==> config.mk <==
export PLATFORM = sky130hd
export DESIGN_NAME = dac_serial_front
export DESIGN_NICKNAME = d
export VERILOG_FILES = /design/src/rtl/dacfe_pkg.sv /design/src/rtl/bit_sync.sv /design/src/rtl/frame_shifter.sv /design/src/rtl/load_fsm.sv /design/src/rtl/dac_serial_front.sv
export SDC_FILE = /design/constraint.sdc
export NUM_CORES = 1
export LEC_CHECK = 0
export BUFFER_PORTS_ARGS = -buffer_cell sky130_fd_sc_hd__buf_2
export CORE_MARGIN = 3
export CORE_UTILIZATION = 40
export DETAILED_ROUTE_END_ITERATION = 10
export HOLD_SLACK_MARGIN = 0.05
export PLACE_DENSITY_LB_ADDON = 0.2
export SKIP_CTS_REPAIR_TIMING = 1
export SYNTH_ARGS = -nofsm -noshare
export SYNTH_HDL_FRONTEND = slang
export SYNTH_HIERARCHICAL = 1
export SYNTH_SLANG_ARGS = --single-unit
==> constraint.sdc <==
create_clock -name clk -period 2.12 [get_ports clk]
set_clock_uncertainty 0.2 [all_clocks]
set_input_delay 0.424 -clock clk [delete_from_list [all_inputs] [get_ports clk]]
set_output_delay 0.424 -clock clk [all_outputs]
set_load 0.03 [all_outputs]
==> src/rtl/dacfe_pkg.sv <==
package dacfe_pkg;
    localparam int FRAME_W = 16;
    localparam int CODE_W  = 12;

    typedef enum logic [1:0] {
        ST_IDLE   = 2'd0,
        ST_COMMIT = 2'd1,
        ST_CLEAR  = 2'd2
    } ld_state_e;

    typedef struct packed {
        logic to_a;
        logic to_b;
    } dest_t;
endpackage

==> src/rtl/bit_sync.sv <==
module bit_sync #(
    parameter int N      = 1,
    parameter int STAGES = 2
) (
    input  logic         clk,
    input  logic         rst_n,
    input  logic [N-1:0] d_i,
    output logic [N-1:0] q_o
);
    logic [STAGES-1:0][N-1:0] stg_q;

    generate
        if (STAGES == 1) begin : g_single
            always_ff @(posedge clk or negedge rst_n) begin
                if (!rst_n) stg_q <= '0;
                else        stg_q <= d_i;
            end
        end else begin : g_chain
            always_ff @(posedge clk or negedge rst_n) begin
                if (!rst_n) stg_q <= '0;
                else        stg_q <= {stg_q[STAGES-2:0], d_i};
            end
        end
    endgenerate

    assign q_o = stg_q[STAGES-1];
endmodule

==> src/rtl/frame_shifter.sv <==
module frame_shifter #(
    parameter int FRAME_W = 16,
    parameter int CODE_W  = 12
) (
    input  logic              clk,
    input  logic              rst_n,
    input  logic              sel_i,
    input  logic              step_rise_i,
    input  logic              step_fall_i,
    input  logic              bit_i,
    output logic [CODE_W-1:0] data_o,
    output logic              dec_en_o,
    output logic              dec_sel_o,
    output logic              sdo_o
);
    localparam int TOP_BIT = FRAME_W - 1;

    logic [FRAME_W-1:0] sreg_q;
    logic               sdo_q;

    always_ff @(posedge clk or negedge rst_n) begin
        if (!rst_n) begin
            sreg_q <= '0;
        end else if (sel_i && step_rise_i) begin
            sreg_q <= {sreg_q[FRAME_W-2:0], bit_i};
        end
    end

    always_ff @(posedge clk or negedge rst_n) begin
        if (!rst_n) begin
            sdo_q <= 1'b0;
        end else if (sel_i && step_fall_i) begin
            sdo_q <= sreg_q[TOP_BIT];
        end
    end

    assign data_o    = sreg_q[CODE_W-1:0];
    assign dec_en_o  = sreg_q[TOP_BIT];
    assign dec_sel_o = sreg_q[CODE_W];
    assign sdo_o     = sdo_q;
endmodule

==> src/rtl/load_fsm.sv <==
module load_fsm
    import dacfe_pkg::*;
#(
    parameter int CODE_W = 12
) (
    input  logic              clk,
    input  logic              rst_n,
    input  logic [CODE_W-1:0] data_i,
    input  logic              dec_en_i,
    input  logic              dec_sel_i,
    input  logic              rise_a_i,
    input  logic              rise_b_i,
    input  logic              clr_i,
    input  logic              mid_i,
    output ld_state_e         state_o,
    output logic [CODE_W-1:0] chan_a_o,
    output logic [CODE_W-1:0] chan_b_o
);
    localparam logic [CODE_W-1:0] ZERO_CODE = '0;
    localparam logic [CODE_W-1:0] MID_CODE  = {1'b1, {(CODE_W-1){1'b0}}};

    ld_state_e         st_q, st_d;
    dest_t             pend_q, pend_d;
    logic [CODE_W-1:0] pend_data_q;
    logic [CODE_W-1:0] chan_a_q, chan_b_q;
    logic [CODE_W-1:0] fill_code;
    logic              any_rise;

    assign any_rise  = rise_a_i | rise_b_i;
    assign fill_code = mid_i ? MID_CODE : ZERO_CODE;

    // destination of a pending load: address decode or strobe choice
    always_comb begin
        if (dec_en_i) begin
            pend_d.to_a = ~dec_sel_i;
            pend_d.to_b =  dec_sel_i;
        end else begin
            pend_d.to_a = rise_a_i;
            pend_d.to_b = rise_b_i;
        end
    end

    // next-state logic
    always_comb begin
        st_d = st_q;
        unique case (st_q)
            ST_IDLE: begin
                if (clr_i)         st_d = ST_CLEAR;
                else if (any_rise) st_d = ST_COMMIT;
            end
            ST_COMMIT: st_d = clr_i ? ST_CLEAR : ST_IDLE;
            ST_CLEAR:  st_d = clr_i ? ST_CLEAR : ST_IDLE;
            default:   st_d = ST_IDLE;
        endcase
    end

    // state register
    always_ff @(posedge clk or negedge rst_n) begin
        if (!rst_n) st_q <= ST_IDLE;
        else        st_q <= st_d;
    end

    // outputs: pending capture and channel registers
    always_ff @(posedge clk or negedge rst_n) begin
        if (!rst_n) begin
            pend_q      <= '0;
            pend_data_q <= '0;
            chan_a_q    <= '0;
            chan_b_q    <= '0;
        end else begin
            unique case (st_q)
                ST_IDLE: begin
                    if (!clr_i && any_rise) begin
                        pend_q      <= pend_d;
                        pend_data_q <= data_i;
                    end
                end
                ST_COMMIT: begin
                    if (!clr_i) begin
                        if (pend_q.to_a) chan_a_q <= pend_data_q;
                        if (pend_q.to_b) chan_b_q <= pend_data_q;
                    end
                end
                ST_CLEAR: begin
                    chan_a_q <= fill_code;
                    chan_b_q <= fill_code;
                end
                default: begin
                    chan_a_q <= chan_a_q;
                end
            endcase
        end
    end

    assign state_o  = st_q;
    assign chan_a_o = chan_a_q;
    assign chan_b_o = chan_b_q;
endmodule

==> src/rtl/dac_serial_front.sv <==
module dac_serial_front
    import dacfe_pkg::*;
#(
    parameter int SYNC_STAGES = 2
) (
    input  logic              clk,
    input  logic              rst_n,
    input  logic              sclk_i,
    input  logic              sdi_i,
    input  logic              cs_n_i,
    input  logic              load_a_i,
    input  logic              load_b_i,
    input  logic              clear_i,
    input  logic              mid_i,
    output logic              sdo_o,
    output logic [CODE_W-1:0] chan_a_o,
    output logic [CODE_W-1:0] chan_b_o
);
    localparam int IX_SCLK = 0;
    localparam int IX_SDI  = 1;
    localparam int IX_CSN  = 2;
    localparam int IX_LDA  = 3;
    localparam int IX_LDB  = 4;
    localparam int IX_CLR  = 5;
    localparam int IX_MID  = 6;
    localparam int NSYNC   = 7;

    logic [NSYNC-1:0] raw_in, lvl;
    logic             sclk_prev_q, lda_prev_q, ldb_prev_q;
    logic             sclk_rise, sclk_fall, lda_rise, ldb_rise;
    logic             cs_active, clear_lvl, mid_lvl;
    logic [CODE_W-1:0] word_data;
    logic             word_dec_en, word_dec_sel;
    ld_state_e        ld_state;

    assign raw_in = {mid_i, clear_i, load_b_i, load_a_i, cs_n_i, sdi_i, sclk_i};

    bit_sync #(.N(NSYNC), .STAGES(SYNC_STAGES)) u_sync (
        .clk   (clk),
        .rst_n (rst_n),
        .d_i   (raw_in),
        .q_o   (lvl)
    );

    always_ff @(posedge clk or negedge rst_n) begin
        if (!rst_n) begin
            sclk_prev_q <= 1'b0;
            lda_prev_q  <= 1'b0;
            ldb_prev_q  <= 1'b0;
        end else begin
            sclk_prev_q <= lvl[IX_SCLK];
            lda_prev_q  <= lvl[IX_LDA];
            ldb_prev_q  <= lvl[IX_LDB];
        end
    end

    assign sclk_rise = lvl[IX_SCLK] & ~sclk_prev_q;
    assign sclk_fall = ~lvl[IX_SCLK] & sclk_prev_q;
    assign lda_rise  = lvl[IX_LDA] & ~lda_prev_q;
    assign ldb_rise  = lvl[IX_LDB] & ~ldb_prev_q;
    assign cs_active = ~lvl[IX_CSN];
    assign clear_lvl = lvl[IX_CLR];
    assign mid_lvl   = lvl[IX_MID];

    frame_shifter #(.FRAME_W(FRAME_W), .CODE_W(CODE_W)) u_shift (
        .clk         (clk),
        .rst_n       (rst_n),
        .sel_i       (cs_active),
        .step_rise_i (sclk_rise),
        .step_fall_i (sclk_fall),
        .bit_i       (lvl[IX_SDI]),
        .data_o      (word_data),
        .dec_en_o    (word_dec_en),
        .dec_sel_o   (word_dec_sel),
        .sdo_o       (sdo_o)
    );

    load_fsm #(.CODE_W(CODE_W)) u_load (
        .clk       (clk),
        .rst_n     (rst_n),
        .data_i    (word_data),
        .dec_en_i  (word_dec_en),
        .dec_sel_i (word_dec_sel),
        .rise_a_i  (lda_rise),
        .rise_b_i  (ldb_rise),
        .clr_i     (clear_lvl),
        .mid_i     (mid_lvl),
        .state_o   (ld_state),
        .chan_a_o  (chan_a_o),
        .chan_b_o  (chan_b_o)
    );
endmodule

=== Word level (Yosys, flattened, before mapping) ===
Cells that the tools add are included.

* $add $sub $neg: 0
* Bitwise logic cells: 11
* Order comparisons: 0
* Eq/ne operators: 6
* Shift operators: 0
* Reductions and logical operators: 10
* Multiply operators: 0
* Divide/modulo/power cells: 0
* Muxes and demuxes: 12

{| class="wikitable"
|+ Operators with widths
! kind !! count
|-
| 12-bit 2-to-1 mux || 5
|-
| 12-bit one-hot mux with 2 select lines || 2
|-
| 2-bit 2-to-1 mux || 4
|-
| 1-bit NOT || 6
|-
| 3-bit AND reduction || 2
|-
| 1-bit AND || 4
|-
| 2-bit by 1-bit != test with 1-bit output, second input constant || 2
|-
| 2-bit one-hot mux with 2 select lines || 1
|-
| 1-bit logical AND || 3
|-
| 3-bit by 2-bit != test with 1-bit output, second input constant || 1
|-
| 2-bit by 1-bit == test with 1-bit output, second input constant || 1
|-
| 2-bit == test, second input constant || 1
|-
| 2-bit logical NOT || 1
|-
| 2-bit != test, second input constant || 1
|-
| 2-bit AND reduction || 1
|-
| 2-bit nonzero test || 1
|-
| 2-bit OR reduction || 1
|-
| 1-bit logical NOT || 1
|-
| 1-bit bitwise OR || 1
|}

* Bits in registers: 74
* Input bits: 9
* RAM bits: 0
* Memories kept: 0
* Output and inout port bits: 25
* Word-level logic and storage cells: 52
* Bits in read-only memories: 0
* Latch bits: 0

=== Logic depth before layout (Yosys ltp) ===
* Depth after elaboration: 6
* Mapped depth: 6
* Mapped depth without buffers: 5

=== Hierarchy ===
The synthesis kept the hierarchy.

{| class="wikitable"
|+ Modules (own cells, without submodules)
! module !! cells an instance !! area an instance (sq um) !! instances !! seq. area each (sq um)
|-
| load_fsm || 106 || 1649.1 || 1 || 1001.0
|-
| frame_shifter || 49 || 779.5 || 1 || 425.4
|-
| bit_sync || 21 || 402.9 || 1 || 350.3
|-
| dac_serial_front || 8 || 106.4 || 1 || 75.1
|}

=== Worst setup path before layout ===
OpenSTA, ideal clock, no wires.

* Path type: flip-flop to flip-flop
* Start point: register u_load.st_q[0] (netlist: u_load/state_o[0])
* End point: register u_load.pend_data_q[0]
* Data required time: 1.795 ns
* Path buffers: 1
* Stages on the path, launching flop included: 7
* Data arrival time: 1.356 ns
* Library setup time: 0.125 ns
* Clock period less this slack: 1.681 ns
* Setup slack: 0.439 ns
* Cell sequence: dfrtp_1 inv_1 ha_1 nand2b_4 nor2_4 buf_6 mux2_4

* Longest elaborated chain between the ends: 2

{| class="wikitable"
|+ Ends and longest elaborated chain
! item !! line !! RTL
|-
| from (decl) || load_fsm.sv:22 || <nowiki>ld_state_e st_q, st_d;</nowiki>
|-
| from (signal assigned) || load_fsm.sv:60 || <nowiki>else st_q <= st_d;</nowiki>
|-
| 2-bit logical NOT || load_fsm.sv:71 || <nowiki>unique case (st_q)</nowiki>
|-
| 2-bit AND reduction (no source line) || n/a ||
|-
| to (signal assigned) || load_fsm.sv:75 || <nowiki>pend_data_q <= data_i;</nowiki>
|-
| to (decl) || load_fsm.sv:24 || <nowiki>logic [CODE_W-1:0] pend_data_q;</nowiki>
|}

No other way between the ends.
A chain may end at the register's enable or synchronous reset.

=== Worst setup path after layout ===
* Start point: register u_load.st_q[1] (netlist: u_load/state_o[1])
* End point: register u_load.chan_b_q[3] (netlist: u_load/chan_b_o[3])

* Longest elaborated chain between the ends: 3
* Elaborated cells between the ends (all ways): 7
* Those cells by class: eq/ne: 4; mux: 1; reduce/logical: 2

{| class="wikitable"
|+ Ends and longest elaborated chain
! item !! line !! RTL
|-
| 2-bit by 1-bit == test with 1-bit output / 2-bit == test (equally long branches) || load_fsm.sv:71 ||
|-
| 2-bit by 1-bit != test with 1-bit output (no source line), or another cell as far along || n/a ||
|-
| 3-bit AND reduction (no source line) || n/a ||
|-
| to (signal assigned) || load_fsm.sv:81 || <nowiki>if (pend_q.to_b) chan_b_q <= pend_data_q;</nowiki>
|-
| to (signal assigned) || load_fsm.sv:86 || <nowiki>chan_b_q <= fill_code;</nowiki>
|-
| to (decl) || load_fsm.sv:25 || <nowiki>logic [CODE_W-1:0] chan_a_q, chan_b_q;</nowiki>
|}

Several ways; a longest one is shown, not always the timed one.

==> results.cfg <==
[route]
final_antenna_net_count = 0
first_pass_iters = 4
drc = 0
drt_iter0_markers = 55
finalWirelength_mm = 4.39
vias = 1482
wl_per_cell_um = 13.9
drt-vias-per-instance = 4.69

[synth]
synth_fa_ha_area_share_pct = 1.70
syn_inst = 184
synth_top_family_by_area = multiplexers
synthDistinctLibCells = 25
synth_xor_area_share_pct = 0
syn_nets = 197
synth-simple-area-share_pct = 3.66
ys_ff_latch = 74
ys_seq_area_share_pct = 63.0
ys_warn_count = 6
syn_area_per_cell_um2 = 16.0
synth_compound_area_share_pct = 7.88
synthMuxAreaShare_pct = 16.3
synth_area_um2 = 2940

[clock_network]
clk_root_buffer_cell = clkbuf_8
numCtsBuffers = 9
cts_max_level = 3
clk_pin_slew_worst_paths_ps = 80
clock_path_buffers = 2
clk_latency_ps = 320
cts_tree = yes
clock_sinks = 74

[timing]
period_needed_ps = 1830
hold_viol_final = 0
slew_headroom_pct = 71.6
fmax_mhz = 547
tightest_slew_ps = 426
finalSetupViolations = 0
fin_crit_sh_pct = 86.3
slew_violations = 0
rsz0062_at_grt = false
finalSetupTns_ps = 0

[global_routing]
grtUsageTotal_pct = 11.1
first_global_vias = 1509
grt_max_degree = 75
overflow = 0
antenna_found_initial = 0
grt_pass1_wl_mm = 7.42

[floorplan]
start_util_pct = 42.3
num_rows = 30
dieWidth_um = 91.7
pin_count = 34
core_area_um2 = 6940
dieHeight_um = 91.7
dieArea_um2 = 8410

[setup_path]
arrival_ps = 1890
worstSetupPathType = flip-flop to flip-flop
startpoint_type = flip-flop
cp_max_fo = 11
crit_required_ps = 2180
end_kind = flip-flop

[power]
power_density_nw_per_um2 = 1080
peakVddDrop_mv = 0.358
leakage_nw = 1.73

[final_layout]
area_delta_synth_final_pct = 15.2
drive_gt1_share_pct = 43.6
finalNetCount = 228
fin_cells = 316
antenna_cells = 0

[job]
drv_cap = 0

[place]
dp_cells = 292
place_congestion = 0.691
port-buffer-count = 33
hpwlAfterDp_mm = 3.03

[run_status]
status = completed

[worst_hold_path]
hold_class = flip-flop to flip-flop
==> synth_stat cells <==
library cell | instances | area share [%]
mux2i_1 | 1 | 0.34
o41ai_1 | 1 | 0.30
inv_1 | 5 | 0.64
a21oi_1 | 1 | 0.17
mux2_4 | 20 | 10
ha_1 | 4 | 1.7
o211ai_1 | 1 | 0.26
and3b_1 | 2 | 0.60
nand2_4 | 1 | 0.38
a22o_1 | 22 | 6.6
buf_4 | 21 | 5.4
buf_12 | 1 | 0.68
nand2b_4 | 1 | 0.47
nor2_2 | 1 | 0.21
buf_2 | 2 | 0.34
mux2_2 | 15 | 5.7
and2b_1 | 1 | 0.26
and2b_2 | 1 | 0.30
nor2_4 | 1 | 0.38
dfrtp_1 | 74 | 63
buf_6 | 1 | 0.38
a21oi_2 | 2 | 0.60
nor2b_2 | 1 | 0.30
nor2b_1 | 3 | 0.64
nand2_1 | 1 | 0.13
==> cell type report <==
class | count | area (um^2)
clock buffers | 11 | 151
well taps | 96 | 120
clock inverters | 5 | 85.1
multi-input cells | 80 | 868
fillers | 604 | 3560
inverters | 5 | 18.8
repair buffers | 45 | 288
flip-flops and latches | 74 | 1850
==> layout by cell type, fill, tap and decap left out <==
cell           Yosys  routed
clkinvlp_4         0       1
dfrtp_1           74      74
nor2b_2            1       1
buf_4             21       3
and2b_1            1       1
inv_6              0       1
o41ai_1            1       1
mux2_4            20      20
buf_2              2      33
and3b_1            2       2
bufinv_16          0       2
and2b_2            1       1
o211ai_1           1       1
mux2i_1            1       1
nor2b_1            3       3
dlygate4sd3_1      0       8
nand2b_4           1       1
nand2_1            1       1
nor2_2             1       1
a22o_1            22      22
ha_1               4       4
buf_12             1       1
nor2_4             1       1
a21oi_1            1       1
inv_1              5       5
nand2_4            1       1
a21oi_2            2       2
clkinv_4           0       1
mux2_2            15      15
clkbuf_8           0      11
==> state kept, by name (all words and copies together), names as in the netlist, 2 cells and up <==
signal	flops
u_load/chan_a_o	12
u_load/chan_b_o	12
u_load/pend_data_q	12
u_load/pend_q	2
u_load/state_o	2
u_shift/sreg_q	16
u_sync/q_o	7
u_sync/stg_q	7
==> per-stage QoR <==
step,worst slack (ps),power [W],cell area [um^2],hold WS (ps),utilization [%]
finish,291,0.00365,3380,149,48.7
global route,142,0.00384,3380,159,48.7
CTS,290,0.00369,3300,-78.6,47.6
detailed placement,301,0.00245,3070,135,44.2
global placement,378,0.00242,3070,134,44.2
floorplan,439,0.00236,2940,-71.6,-
==> routing by layer <==
metal	vias up	share of wire [%]	track usage [%]
met5	-	0	0
met4	0	1.1	5.45
met3	5	5.2	3.28
met2	34	45	15.8
met1	754	48	15.5
li1	689	-	-
==> kinds of logic (layout without fill, tap and decap cells) <==
family / Yosys count / in the layout
DFF: 74 / 74
muxes: 36 / 36
buffers and inverters: 30 / 66
AOI/OAI and AO/OA: 27 / 27
and+or+nand+nor: 13 / 13
adders and majority gates: 4 / 4
==> worst max-delay path, cell delays in order (launching register included) <==
cell and delay [ps]:
dfrtp_1 410, inv_1 110, ha_1 160, nor2b_2 220, and3b_1 460, a22o_1 210
==> power by group <==
group          internal [W]  leakage (nW)  switching, W
Sequential          0.00163         0.966      0.000174
Combinational      0.000348         0.647      0.000274
Clock              0.000733         0.116      0.000490
==> path summary, 6_finish.rpt <==
path / cells after the start / slack [ps] / start / endpoint
max: 5 / 290 / u_load/state_o[1] / u_load/chan_b_o[3]
min: 0 / 150 / u_sync/stg_q[2] / u_sync/q_o[2]
max reg2reg: 5 / 290 / u_load/state_o[1] / u_load/chan_b_o[3]
min reg2reg: 0 / 150 / u_sync/stg_q[2] / u_sync/q_o[2]
max in group asynchronous: 3 / 960 / rst_n / u_shift/sreg_q[4]
min in group asynchronous: 3 / 450 / rst_n / u_load/chan_b_o[11]
No activity file was read; power rests on OpenSTA's default activity.
